===== src/rtl/vrseq_pkg.sv =====
`timescale 1ns/1ps
package vrseq_pkg;

    typedef enum logic [3:0] {
        ST_POR, ST_DIS, ST_DELAY, ST_CAL, ST_CFG, ST_ARM,
        ST_PARK, ST_REFRESH, ST_SOFT, ST_NORMAL, ST_OCP, ST_OVP
    } seq_state_e;

    // Mode encoding exported to the modulator.
    typedef enum logic [1:0] {
        PWM_LOW = 2'b00,
        PWM_MID = 2'b01,
        PWM_SW  = 2'b10
    } pwm_mode_e;

    typedef enum logic [1:0] {
        SEL_LOW, SEL_MID, SEL_LIVE
    } ph_sel_e;

    typedef struct packed {
        logic run;
        logic fast;
    } slew_ctl_t;

    function automatic int imax(input int a, input int b);
        return (a > b) ? a : b;
    endfunction

    // States in which the reference is held at zero.
    function automatic logic clears_ref(input seq_state_e s);
        return s inside {ST_POR, ST_DIS, ST_DELAY, ST_CAL, ST_CFG,
                         ST_ARM, ST_PARK, ST_REFRESH};
    endfunction

    function automatic logic drives_gate(input seq_state_e s);
        return s inside {ST_ARM, ST_PARK, ST_REFRESH, ST_SOFT,
                         ST_NORMAL, ST_OVP};
    endfunction

    function automatic ph_sel_e phase_sel(input seq_state_e s);
        if (s inside {ST_SOFT, ST_NORMAL})
            return SEL_LIVE;
        if (s inside {ST_POR, ST_REFRESH, ST_OCP, ST_OVP})
            return SEL_LOW;
        return SEL_MID;
    endfunction

endpackage


===== src/rtl/vrseq_dwell.sv =====
`timescale 1ns/1ps
module vrseq_dwell #(
    parameter int W = 8
) (
    input  logic         clk,
    input  logic         rst,
    input  logic         restart,
    output logic [W-1:0] count_o
);
    // Cycles spent in the current state; saturates.
    always_ff @(posedge clk) begin
        if (rst || restart)
            count_o <= '0;
        else if (count_o != {W{1'b1}})
            count_o <= count_o + 1'b1;
    end
endmodule


===== src/rtl/vrseq_slew.sv =====
`timescale 1ns/1ps
module vrseq_slew
    import vrseq_pkg::*;
#(
    parameter int CODE_W   = 8,
    parameter int SLOW_DIV = 200,
    parameter int FAST_DIV = 50
) (
    input  logic              clk,
    input  logic              rst,
    input  logic              clr,
    input  slew_ctl_t         ctl,
    input  logic [CODE_W-1:0] target,
    output logic [CODE_W-1:0] code_o
);
    localparam int PW = $clog2(imax(SLOW_DIV, FAST_DIV) + 1);
    localparam logic [PW-1:0] SLOW_LAST = PW'(SLOW_DIV - 1);
    localparam logic [PW-1:0] FAST_LAST = PW'(FAST_DIV - 1);

    logic [PW-1:0] pre_q;
    logic [PW-1:0] lim;

    assign lim = ctl.fast ? FAST_LAST : SLOW_LAST;

    always_ff @(posedge clk) begin
        if (rst || clr) begin
            code_o <= '0;
            pre_q  <= '0;
        end else if (ctl.run && code_o != target) begin
            if (pre_q == lim) begin
                pre_q  <= '0;
                code_o <= (target > code_o) ? code_o + 1'b1 : code_o - 1'b1;
            end else begin
                pre_q <= pre_q + 1'b1;
            end
        end else begin
            pre_q <= '0;
        end
    end

    // the reference never jumps by more than one LSB
    assert_one_lsb_step_R7: assert property (@(posedge clk) disable iff (rst)
        !clr |=> (code_o == $past(code_o) || code_o == $past(code_o) + 1'b1 ||
                  code_o == $past(code_o) - 1'b1));

    // a step only happens while the ramp is running
    assert_hold_when_idle_R9: assert property (@(posedge clk) disable iff (rst)
        (!clr && !ctl.run) |=> $stable(code_o));
endmodule


===== src/rtl/vrseq_phase.sv =====
`timescale 1ns/1ps
module vrseq_phase
    import vrseq_pkg::*;
(
    input  logic      clk,
    input  logic      rst,
    input  ph_sel_e   sel,
    input  logic      pulse_i,
    output pwm_mode_e mode_o
);
    logic sw_q;

    always_ff @(posedge clk) begin
        if (rst || sel != SEL_LIVE)
            sw_q <= 1'b0;
        else if (pulse_i)
            sw_q <= 1'b1;
    end

    always_comb begin
        unique case (sel)
            SEL_LIVE: mode_o = sw_q ? PWM_SW : PWM_MID;
            SEL_MID:  mode_o = PWM_MID;
            default:  mode_o = PWM_LOW;
        endcase
    end

    // a phase only starts switching after its own pulse
    assert_sw_after_pulse_R8: assert property (@(posedge clk) disable iff (rst)
        (mode_o == PWM_SW && $past(mode_o) != PWM_SW) |-> $past(pulse_i));
endmodule


===== src/rtl/vr_startup_seq.sv =====
`timescale 1ns/1ps
module vr_startup_seq
    import vrseq_pkg::*;
#(
    parameter int NPH         = 4,
    parameter int CODE_W      = 8,
    parameter int START_CYC   = 1000000,
    parameter int CAL_CYC     = 2000,
    parameter int CFG_CYC     = 6000,
    parameter int REFRESH_CYC = 200,
    parameter int SLOW_DIV    = 200,
    parameter int FAST_DIV    = 50,
    parameter int PG_DLY      = 1000
) (
    input  logic              clk,
    input  logic              rst,
    input  logic              en_i,
    input  logic              vcc_ok_i,
    input  logic              vin_ok_i,
    input  logic              drv_rdy_i,
    input  logic [CODE_W-1:0] boot_code_i,
    input  logic              vid_load_i,
    input  logic [CODE_W-1:0] vid_code_i,
    input  logic              fast_slew_i,
    input  logic              ocp_i,
    input  logic              ovp_i,
    input  logic [NPH-1:0]    pulse_i,
    output logic [CODE_W-1:0] ref_code_o,
    output logic              pgood_o,
    output logic              drv_en_o,
    output logic [2*NPH-1:0]  pwm_mode_o
);
    localparam int MAXC = imax(imax(imax(START_CYC, CAL_CYC), imax(CFG_CYC, REFRESH_CYC)), PG_DLY);
    localparam int DW   = $clog2(MAXC + 1);
    localparam logic [DW-1:0] START_LAST = DW'(START_CYC - 1);
    localparam logic [DW-1:0] CAL_LAST   = DW'(CAL_CYC - 1);
    localparam logic [DW-1:0] CFG_LAST   = DW'(CFG_CYC - 1);
    localparam logic [DW-1:0] REF_LAST   = DW'(REFRESH_CYC - 1);
    localparam logic [DW-1:0] PG_LAST    = DW'(PG_DLY - 1);
    localparam logic [2*NPH-1:0] ALL_MID = {NPH{2'b01}};

    seq_state_e        state_q, state_d;
    logic [DW-1:0]     dwell_q;
    logic [CODE_W-1:0] tgt_q;
    logic [CODE_W-1:0] slew_tgt;
    slew_ctl_t         sctl;
    logic              pg_q, pg_d;
    logic              fault_ov, fault_oc;

    assign fault_ov = ovp_i;
    assign fault_oc = ocp_i;

    // Sequencer next state: lockout beats enable, enable beats everything else.
    always_comb begin
        state_d = state_q;
        if (!vcc_ok_i || !vin_ok_i)
            state_d = ST_POR;
        else if (state_q == ST_POR || !en_i)
            state_d = ST_DIS;
        else begin
            case (state_q)
                ST_DIS:     state_d = ST_DELAY;
                ST_DELAY:   if (dwell_q == START_LAST) state_d = ST_CAL;
                ST_CAL:     if (dwell_q == CAL_LAST)   state_d = ST_CFG;
                ST_CFG:     if (dwell_q == CFG_LAST)   state_d = ST_ARM;
                ST_ARM:     if (drv_rdy_i)
                                state_d = (boot_code_i == '0) ? ST_PARK : ST_REFRESH;
                ST_PARK:    if (vid_load_i) state_d = ST_REFRESH;
                ST_REFRESH: if (dwell_q == REF_LAST) state_d = ST_SOFT;
                ST_SOFT, ST_NORMAL: begin
                    if (fault_ov)
                        state_d = ST_OVP;
                    else if (fault_oc)
                        state_d = ST_OCP;
                    else if (state_q == ST_SOFT && ref_code_o == tgt_q)
                        state_d = ST_NORMAL;
                end
                default: state_d = state_q;
            endcase
        end
    end

    always_ff @(posedge clk) begin
        if (rst)
            state_q <= ST_POR;
        else
            state_q <= state_d;
    end

    vrseq_dwell #(.W(DW)) u_dwell (
        .clk     (clk),
        .rst     (rst),
        .restart (state_d != state_q),
        .count_o (dwell_q)
    );

    // Target: boot code until startup ends, serial loads afterwards.
    always_ff @(posedge clk) begin
        if (rst)
            tgt_q <= '0;
        else if (state_q inside {ST_POR, ST_DIS, ST_DELAY, ST_CAL, ST_CFG, ST_ARM})
            tgt_q <= boot_code_i;
        else if (vid_load_i && state_q inside {ST_PARK, ST_REFRESH, ST_SOFT, ST_NORMAL})
            tgt_q <= vid_code_i;
    end

    always_comb begin
        sctl.run  = state_q inside {ST_SOFT, ST_NORMAL, ST_OVP};
        sctl.fast = (state_q == ST_OVP) || (state_q == ST_NORMAL && fast_slew_i);
        slew_tgt  = (state_q == ST_OVP) ? '0 : tgt_q;
    end

    vrseq_slew #(
        .CODE_W   (CODE_W),
        .SLOW_DIV (SLOW_DIV),
        .FAST_DIV (FAST_DIV)
    ) u_slew (
        .clk    (clk),
        .rst    (rst),
        .clr    (clears_ref(state_d)),
        .ctl    (sctl),
        .target (slew_tgt),
        .code_o (ref_code_o)
    );

    for (genvar g = 0; g < NPH; g++) begin : g_phase
        pwm_mode_e ph_mode;
        vrseq_phase u_phase (
            .clk     (clk),
            .rst     (rst),
            .sel     (phase_sel(state_q)),
            .pulse_i (pulse_i[g]),
            .mode_o  (ph_mode)
        );
        assign pwm_mode_o[2*g +: 2] = ph_mode;
    end

    // Power-good follows the next state so disable and lockout drop it at once.
    always_comb begin
        pg_d = 1'b0;
        if (state_d == ST_NORMAL)
            pg_d = pg_q | (state_q == ST_NORMAL && dwell_q == PG_LAST);
        else if (state_d == ST_OCP || state_d == ST_OVP)
            pg_d = pg_q & !(state_q == state_d && dwell_q == PG_LAST);
    end

    always_ff @(posedge clk) begin
        if (rst)
            pg_q <= 1'b0;
        else
            pg_q <= pg_d;
    end

    assign pgood_o  = pg_q;
    assign drv_en_o = drives_gate(state_q);

    assert_lockout_safe_R1: assert property (@(posedge clk) disable iff (rst)
        (!vcc_ok_i || !vin_ok_i) |=>
            (!drv_en_o && !pgood_o && ref_code_o == '0 && pwm_mode_o == '0));

    assert_disable_safe_R2: assert property (@(posedge clk) disable iff (rst)
        (vcc_ok_i && vin_ok_i && !en_i) |=>
            (!drv_en_o && !pgood_o && ref_code_o == '0 && pwm_mode_o == ALL_MID));

    assert_pgood_scope_R10: assert property (@(posedge clk) disable iff (rst)
        pgood_o |-> state_q inside {ST_NORMAL, ST_OCP, ST_OVP});

    assert_ocp_latch_R11: assert property (@(posedge clk) disable iff (rst)
        (state_q == ST_OCP && en_i && vcc_ok_i && vin_ok_i) |=>
            (state_q == ST_OCP && !drv_en_o && pwm_mode_o == '0 && $stable(ref_code_o)));

    assert_ovp_lowside_R12: assert property (@(posedge clk) disable iff (rst)
        (state_q == ST_OVP) |-> (drv_en_o && pwm_mode_o == '0));
endmodule


===== config.mk =====
export PLATFORM = sky130hd
export DESIGN_NAME = vr_startup_seq
export DESIGN_NICKNAME = d
export VERILOG_FILES = /design/src/rtl/vrseq_pkg.sv /design/src/rtl/vrseq_dwell.sv /design/src/rtl/vrseq_slew.sv /design/src/rtl/vrseq_phase.sv /design/src/rtl/vr_startup_seq.sv
export SDC_FILE = /design/constraint.sdc
export NUM_CORES = 1
export LEC_CHECK = 0
export ABC_AREA = 0
export BUFFER_PORTS_ARGS = -buffer_cell sky130_fd_sc_hd__buf_2
export CELL_PAD_IN_SITES_DETAIL_PLACEMENT = 1
export CELL_PAD_IN_SITES_GLOBAL_PLACEMENT = 1
export CORE_ASPECT_RATIO = 0.7
export CORE_UTILIZATION = 47
export CTS_BUF_LIST = sky130_fd_sc_hd__clkbuf_2
export CTS_CLUSTER_DIAMETER = 100
export DETAILED_ROUTE_END_ITERATION = 10
export PLACE_DENSITY = 0.9
export SLEW_MARGIN = 20
export SYNTH_ARGS = -nofsm -noshare
export SYNTH_HDL_FRONTEND = slang
export SYNTH_SLANG_ARGS = --single-unit

===== constraint.sdc =====
create_clock -name clk -period 12.6 [get_ports clk]
set_clock_uncertainty 0.15 [all_clocks]
set_input_delay 2.52 -clock clk [delete_from_list [all_inputs] [get_ports clk]]
set_output_delay 2.52 -clock clk [all_outputs]
set_load 0.01 [all_outputs]

==> results_dict.tcl, run 1 <==
set metrics [dict create \
    path_clk_slew_ns 0.27 \
    ys.flop_type "dfxtp_1" \
    total_power_mw 0.296 \
    ir_drop_mv 0.0473 \
    drt_pass1_iterations 5 \
    clkLatencyLatePin_ns 0.43 \
    rr_worst_depth 16 \
    die_x_um 105 \
    cts_tree "built" \
    worst-path-stages 16 \
    synth_cells 440 \
    crit_type "reg2reg" \
    grtUsageTotal 0.276 \
    rows 25 \
    cts_buffers 5 \
    cts_buffer_depth 2 \
    avgViaCountPerCell 5.95 \
    wl_per_cell_um 17.8 \
    power.leakage_nw 1.61 \
    worstPathRequired_ns 12.84 \
    gp_congestion 0.850 \
    n_fill_cell 887 \
    htreeDepth 2 \
    rsz0062_at_grt "no" \
    cp_max_fo 28 \
    overflow 0 \
    netlist.area_leader.share 0.307 \
    core_um2 6940 \
    pre_cts_ws_ns 7.29 \
    hpwl_um 7660 \
    finalSetupViolations 0 \
    path_buf_inv 0 \
    drtIter0Drc 294 \
    tns_ns 0 \
    tightest_slew_ns 0.945 \
    syn_nets 487 \
    worstSetupEndpointType "flip-flop" \
    syn_area_um2 3460 \
    drive_above_1_share 0.151 \
    fp.dieH_um 73.8 \
    synth-edff-count 0 \
    grt_pass1_wl_um 16800 \
    synth_cell_types 64 \
    grt_max_degree 29 \
    die-area_um2 7710 \
    drt_wl_total_um 10200 \
    finalCritPeriodShare 0.435 \
    port_buffers 47 \
    drc 0 \
    ys_warn_count 0 \
    io_pins 48 \
    critPathLaunchType "flip-flop" \
    grt_pass1_vias 3344 \
    postLayoutCoreUtil 0.546 \
    synth-seq-cells 53 \
    cts_resized 0 \
    cp_top_family "compound AO/OA/AOI/OAI gates" \
    max_cap_violations 0 \
    avgSynthCellArea_um2 7.86 \
    status "finished, final reports clean" \
    critPathMaxStageDelay_ns 0.97 \
    min_period_ns 5.48 \
    max_freq_ghz 0.182 \
    layout_setup_ws_ns 7.12 \
    p_per_area_nw_per_um2 78.0 \
    clock-sinks 53 \
    cts-root-buf "clkbuf_2" \
    syn_to_final_growth_pct 9.69 \
    relSlewSlack 0.369 \
    routed-via-count 3400 \
    crit_arrival_ns 5.72 \
    hold_violations 0 \
    fin_area_um2 3790 \
    final-max-slew-violation-count 0 \
    min_path_cells 1 \
    antenna_found_initial 0 \
    post_cts_buffers 0 \
    yosysSeqAreaShare 0.307 \
    post-synth-top-area-cell "dfxtp_1" \
    holdBufCountCts 0 \
    n_antenna_cell 0 \
    start_util 0.498 \
    yosys-top-cells-area "dfxtp_1 (31%), nor2_1 (7.7%), xor2_1 (6.3%)" \
    cp_slowest_cell "dfxtp_1" \
    synth_async_sr_flop_share 0 \
    post_dp_cell_area_um2 3730 \
    nNetsFinal 523 \
    crit_chain "nand2b_1, or3_1, and2_1, ha_1, nand4_1, nor3_1, nor2_1, a21oi_1, ha_1, a21o_1, a21oi_1, o21ai_0, o41ai_1, nand2b_1, mux2i_1, mux2i_1" \
    ant_nets 0 \
    hp-class "reg2reg" \
]
==> cells in the mapped netlist (10+ instances only) <==
cell type and instances:
ha_1 16, nand3_1 19, mux2i_1 14, dfxtp_1 53, nand2_1 30, a21oi_1 27, xnor2_1 10, nor2_1 71
xor2_1 25, nor3_1 16, inv_1 17, clkbuf_1 10
==> layout make-up <==
cell class / instances / area [µm²] / share of cell area
clock buffers: 6 / 30.0 / 0.00791
clock inverters: 2 / 33.8 / 0.00890
inverters: 17 / 63.8 / 0.0168
multi-input cells: 351 / 2250 / 0.592
flip-flops and latches: 53 / 1060 / 0.280
well taps: 94 / 118 / 0.0310
repair buffers: 48 / 243 / 0.0640
==> power by group <==
part / internal [mW] / leakage (nW) / switching, mW
Combinational: 0.0152 / 1.14 / 0.0197
Sequential: 0.171 / 0.430 / 0.00286
Clock: 0.0338 / 0.0406 / 0.0540
==> per-layer routing <==
| metal | track usage | routed length [µm] | vias to the layer above | share of wire |
|---|---|---|---|---|
| li1 | - | - | 1615 | - |
| met1 | 0.373 | 4940 | 1636 | 0.49 |
| met2 | 0.459 | 4480 | 129 | 0.44 |
| met3 | 0.0461 | 563 | 20 | 0.055 |
| met4 | 0.0746 | 184 | 0 | 0.018 |
| met5 | 0 | 0 | - | 0 |
==> placed cells by master (no fill, tap or decap), types with 16 or more instances in the layout <==
cell | netlist | layout
inv_1 | 17 | 17
nor3_1 | 16 | 16
xor2_1 | 25 | 25
nor2_1 | 71 | 71
dfxtp_1 | 53 | 53
buf_2 | 2 | 47
a21oi_1 | 27 | 27
nand2_1 | 30 | 30
ha_1 | 16 | 16
nand3_1 | 19 | 19
==> registers in the layout, indices dropped and copies added (netlist names) <==
register              count
u_slew.pre_q              8
u_slew.code_o             8
pgood_o                   1
tgt_q                     8
g_phase.u_phase.sw_q      4
state_q                   4
u_dwell.count_o          20
==> worst reg2reg max path: cells and delay by family, from the launching register on <==
kind / cells / cell delay, ns
AND/OR/NAND/NOR: 7 / 1.59
multiplexers: 2 / 0.43
adder cells (fa/ha/maj): 2 / 0.66
flip-flops: 1 / 0.97
AO/OA/AOI/OAI: 5 / 1.65
==> final timing paths <==
kind                                   start                            end  slack (ns)
hold reg to reg   u_slew.pre_q[0]$_SDFF_PP0_     u_slew.pre_q[0]$_SDFF_PP0_        0.39
setup / recovery       state_q[3]$_SDFF_PP0_  u_slew.code_o[7]$_SDFFE_PP0P_        7.12
hold / removal    u_slew.pre_q[0]$_SDFF_PP0_     u_slew.pre_q[0]$_SDFF_PP0_        0.39
setup reg to reg       state_q[3]$_SDFF_PP0_  u_slew.code_o[7]$_SDFFE_PP0P_        7.12
==> stage by stage <==
stage	hold WS, ns	std cells
final	0.385	571
after global routing	0.424	571
after CTS	0.384	571
after detailed placement	0.335	563
after global placement	0.298	563
after floorplan	0.285	440
==> logic make-up (layout without fill, tap and decap cells) <==
logic type,after synthesis,after routing,synth area share
simple gates,216,216,0.327
fa+ha+maj,17,17,0.0637
flops,53,53,0.307
mux,14,14,0.0405
buf+inv,36,73,0.0463
xor+xnor,35,35,0.0886
compound gates,69,69,0.127
Power figures use the tool's default switching activity.
==> inputs of run 2 (changes only) <==
--- a/config.mk
+++ b/config.mk
@@ -10,11 +10,11 @@
 export CELL_PAD_IN_SITES_DETAIL_PLACEMENT = 1
 export CELL_PAD_IN_SITES_GLOBAL_PLACEMENT = 1
 export CORE_ASPECT_RATIO = 0.7
-export CORE_UTILIZATION = 47
+export CORE_UTILIZATION = 44
 export CTS_BUF_LIST = sky130_fd_sc_hd__clkbuf_2
 export CTS_CLUSTER_DIAMETER = 100
 export DETAILED_ROUTE_END_ITERATION = 10
-export PLACE_DENSITY = 0.9
+export PLACE_DENSITY = 0.85
 export SLEW_MARGIN = 20
 export SYNTH_ARGS = -nofsm -noshare
 export SYNTH_HDL_FRONTEND = slang
==> constraint.sdc (replaced) <==
create_clock -name clk -period 5.14 [get_ports clk]
set_clock_uncertainty 0.15 [all_clocks]
set_input_delay 1.028 -clock clk [delete_from_list [all_inputs] [get_ports clk]]
set_output_delay 1.028 -clock clk [all_outputs]
set_load 0.01 [all_outputs]
==> run 2 against run 1 <==
  * Non-clock buffer count increased by 4
  * Utilization decreased by 3.2 points
  * Via count decreased by 3.4%
  * Largest cell class unchanged
==> results_dict.tcl, run 2 (synthesis results as in run 1) <==
set metrics [dict create \
    hold_violations 0 \
    regMostFlops "u_dwell.count_o" \
    power.leakage_nw 1.63 \
    ir_drop_mv 0.103 \
    crit_arrival_ns 4.94 \
    hp-class "reg2reg" \
    syn_to_final_growth_pct 10.7 \
    n_antenna_cell 0 \
    whs_ns 0.353 \
    crit_type "reg2reg" \
    cts_resized 0 \
    n_fill_cell 963 \
    path_clk_slew_ns 0.26 \
    finalCritPeriodShare 0.907 \
    max_freq_ghz 0.215 \
    rows 26 \
    post_dp_cell_area_um2 3770 \
    status "finished, final reports clean" \
    worstPathRequired_ns 5.42 \
    tightest_slew_ns 0.988 \
    layout_setup_ws_ns 0.480 \
    cts-root-buf "clkbuf_2" \
    clkLatencyLatePin_ns 0.47 \
    min_period_ns 4.66 \
    max_cap_violations 0 \
    grt_pass1_wl_um 15900 \
    final_cell_count_no_fill 579 \
    start_util 0.464 \
    htreeDepth 2 \
    cts_buffer_depth 2 \
    antenna_found_initial 0 \
    crit_chain "inv_1, or3_1, and2_1, ha_1, nor2b_1, o21a_1, o21ai_0, a21oi_1, a21oi_1, buf_4, ha_1, a21o_1, a21oi_1, o21ai_0, o41ai_1, nand2b_1, mux2i_1, mux2i_1" \
    critPathMaxStageDelay_ns 0.69 \
    drc 0 \
    cts_tree "built" \
    final-max-slew-violation-count 0 \
    clock-sinks 53 \
    post_cts_buffers 0 \
    drtIter0Drc 186 \
    avgViaCountPerCell 5.67 \
    relSlewSlack 0.337 \
    wl_per_cell_um 16.7 \
    cp_slowest_cell "dfxtp_1" \
    grt_pass1_vias 3181 \
    overflow 0 \
    dp.cells 571 \
    io_pins 48 \
    grtUsageTotal 0.245 \
    routed-via-count 3284 \
    worstSetupEndpointType "flip-flop" \
    ant_nets 0 \
    final_common_cell "nor2_1" \
    layout_common_cells "nor2_1 (71), dfxtp_1 (53), buf_2 (47), nand2_1 (30), a21oi_1 (27)" \
    die-area_um2 8230 \
    port_buffers 47 \
    gp_congestion 0.889 \
    fin_area_um2 3830 \
    cts_buffers 5 \
    drt_wl_total_um 9690 \
    pre_cts_ws_ns 0.559 \
    cp_max_fo 13 \
    drive_above_1_share 0.158 \
    tns_ns 0 \
    finalSetupViolations 0 \
    hpwl_um 7630 \
    drt_pass1_iterations 5 \
    path_common_cell "a21oi_1" \
    rsz0062_at_grt "no" \
    core_um2 7450 \
    grt_max_degree 28 \
    fp.dieH_um 76.2 \
    holdBufCountCts 0 \
    critPathLaunchType "flip-flop" \
    largest_reg_flops 20 \
    nNetsFinal 527 \
    die_x_um 108 \
    p_per_area_nw_per_um2 191 \
]
run 2: cell types whose count changed in the layout (fill, tap and decap cells not counted):
cell,change
buf_4,+4
run 2: report_power, final:
group / internal [mW] / switching (mW)
clock: 0.0826 / 0.138
sequential: 0.418 / 0.00722
combinational: 0.0383 / 0.0460
total: 0.539 / 0.191
run 2: worst max-delay path: cells and delay by family, from the launching register on:
kind | cells | cell delay [ns]
flops | 1 | 0.69
simple gates | 4 | 0.94
buf+inv | 2 | 0.39
mux | 2 | 0.36
compound gates | 8 | 1.57
fa+ha+maj | 2 | 0.51
run 2: metrics by stage:
| stage | power (mW) | utilization |
|---|---|---|
| detailed placement | 0.516 | 0.506 |
| floorplan | 0.485 | - |
| global placement | 0.511 | 0.506 |
| CTS | 0.733 | 0.514 |
| finish | 0.730 | 0.514 |
| global route | 0.763 | 0.514 |
run 2: path summary, 6_finish.rpt:
kind / startpoint / end / slack [ns] / depth (start not counted)
worst max-delay path: state_q[0]$_SDFF_PP0_ / u_slew.code_o[7]$_SDFFE_PP0P_ / 0.48 / 18
worst min register to register: u_slew.pre_q[0]$_SDFF_PP0_ / u_slew.pre_q[0]$_SDFF_PP0_ / 0.35 / 1
worst min-delay path: u_slew.pre_q[0]$_SDFF_PP0_ / u_slew.pre_q[0]$_SDFF_PP0_ / 0.35 / 1
worst max register to register: state_q[0]$_SDFF_PP0_ / u_slew.code_o[7]$_SDFFE_PP0P_ / 0.48 / 18
run 2: cell type report:
| type | instances | area, µm² | area share |
|---|---|---|---|
| timing repair buffer | 52 | 273 | 0.0712 |
| multi-input combinational | 351 | 2250 | 0.586 |
| inverter | 17 | 63.8 | 0.0167 |
| sequential | 53 | 1060 | 0.277 |
| tap | 98 | 123 | 0.0320 |
| clock buffer | 6 | 30.0 | 0.00784 |
| clock inverter | 2 | 33.8 | 0.00882 |
run 2: per-layer routing:
| layer | global-route usage | share of wire | wire length, µm |
|---|---|---|---|
| met1 | 0.365 | 0.50 | 4850 |
| met2 | 0.352 | 0.43 | 4150 |
| met3 | 0.0530 | 0.059 | 574 |
| met4 | 0.0616 | 0.013 | 122 |
| met5 | 0 | 0 | 0 |
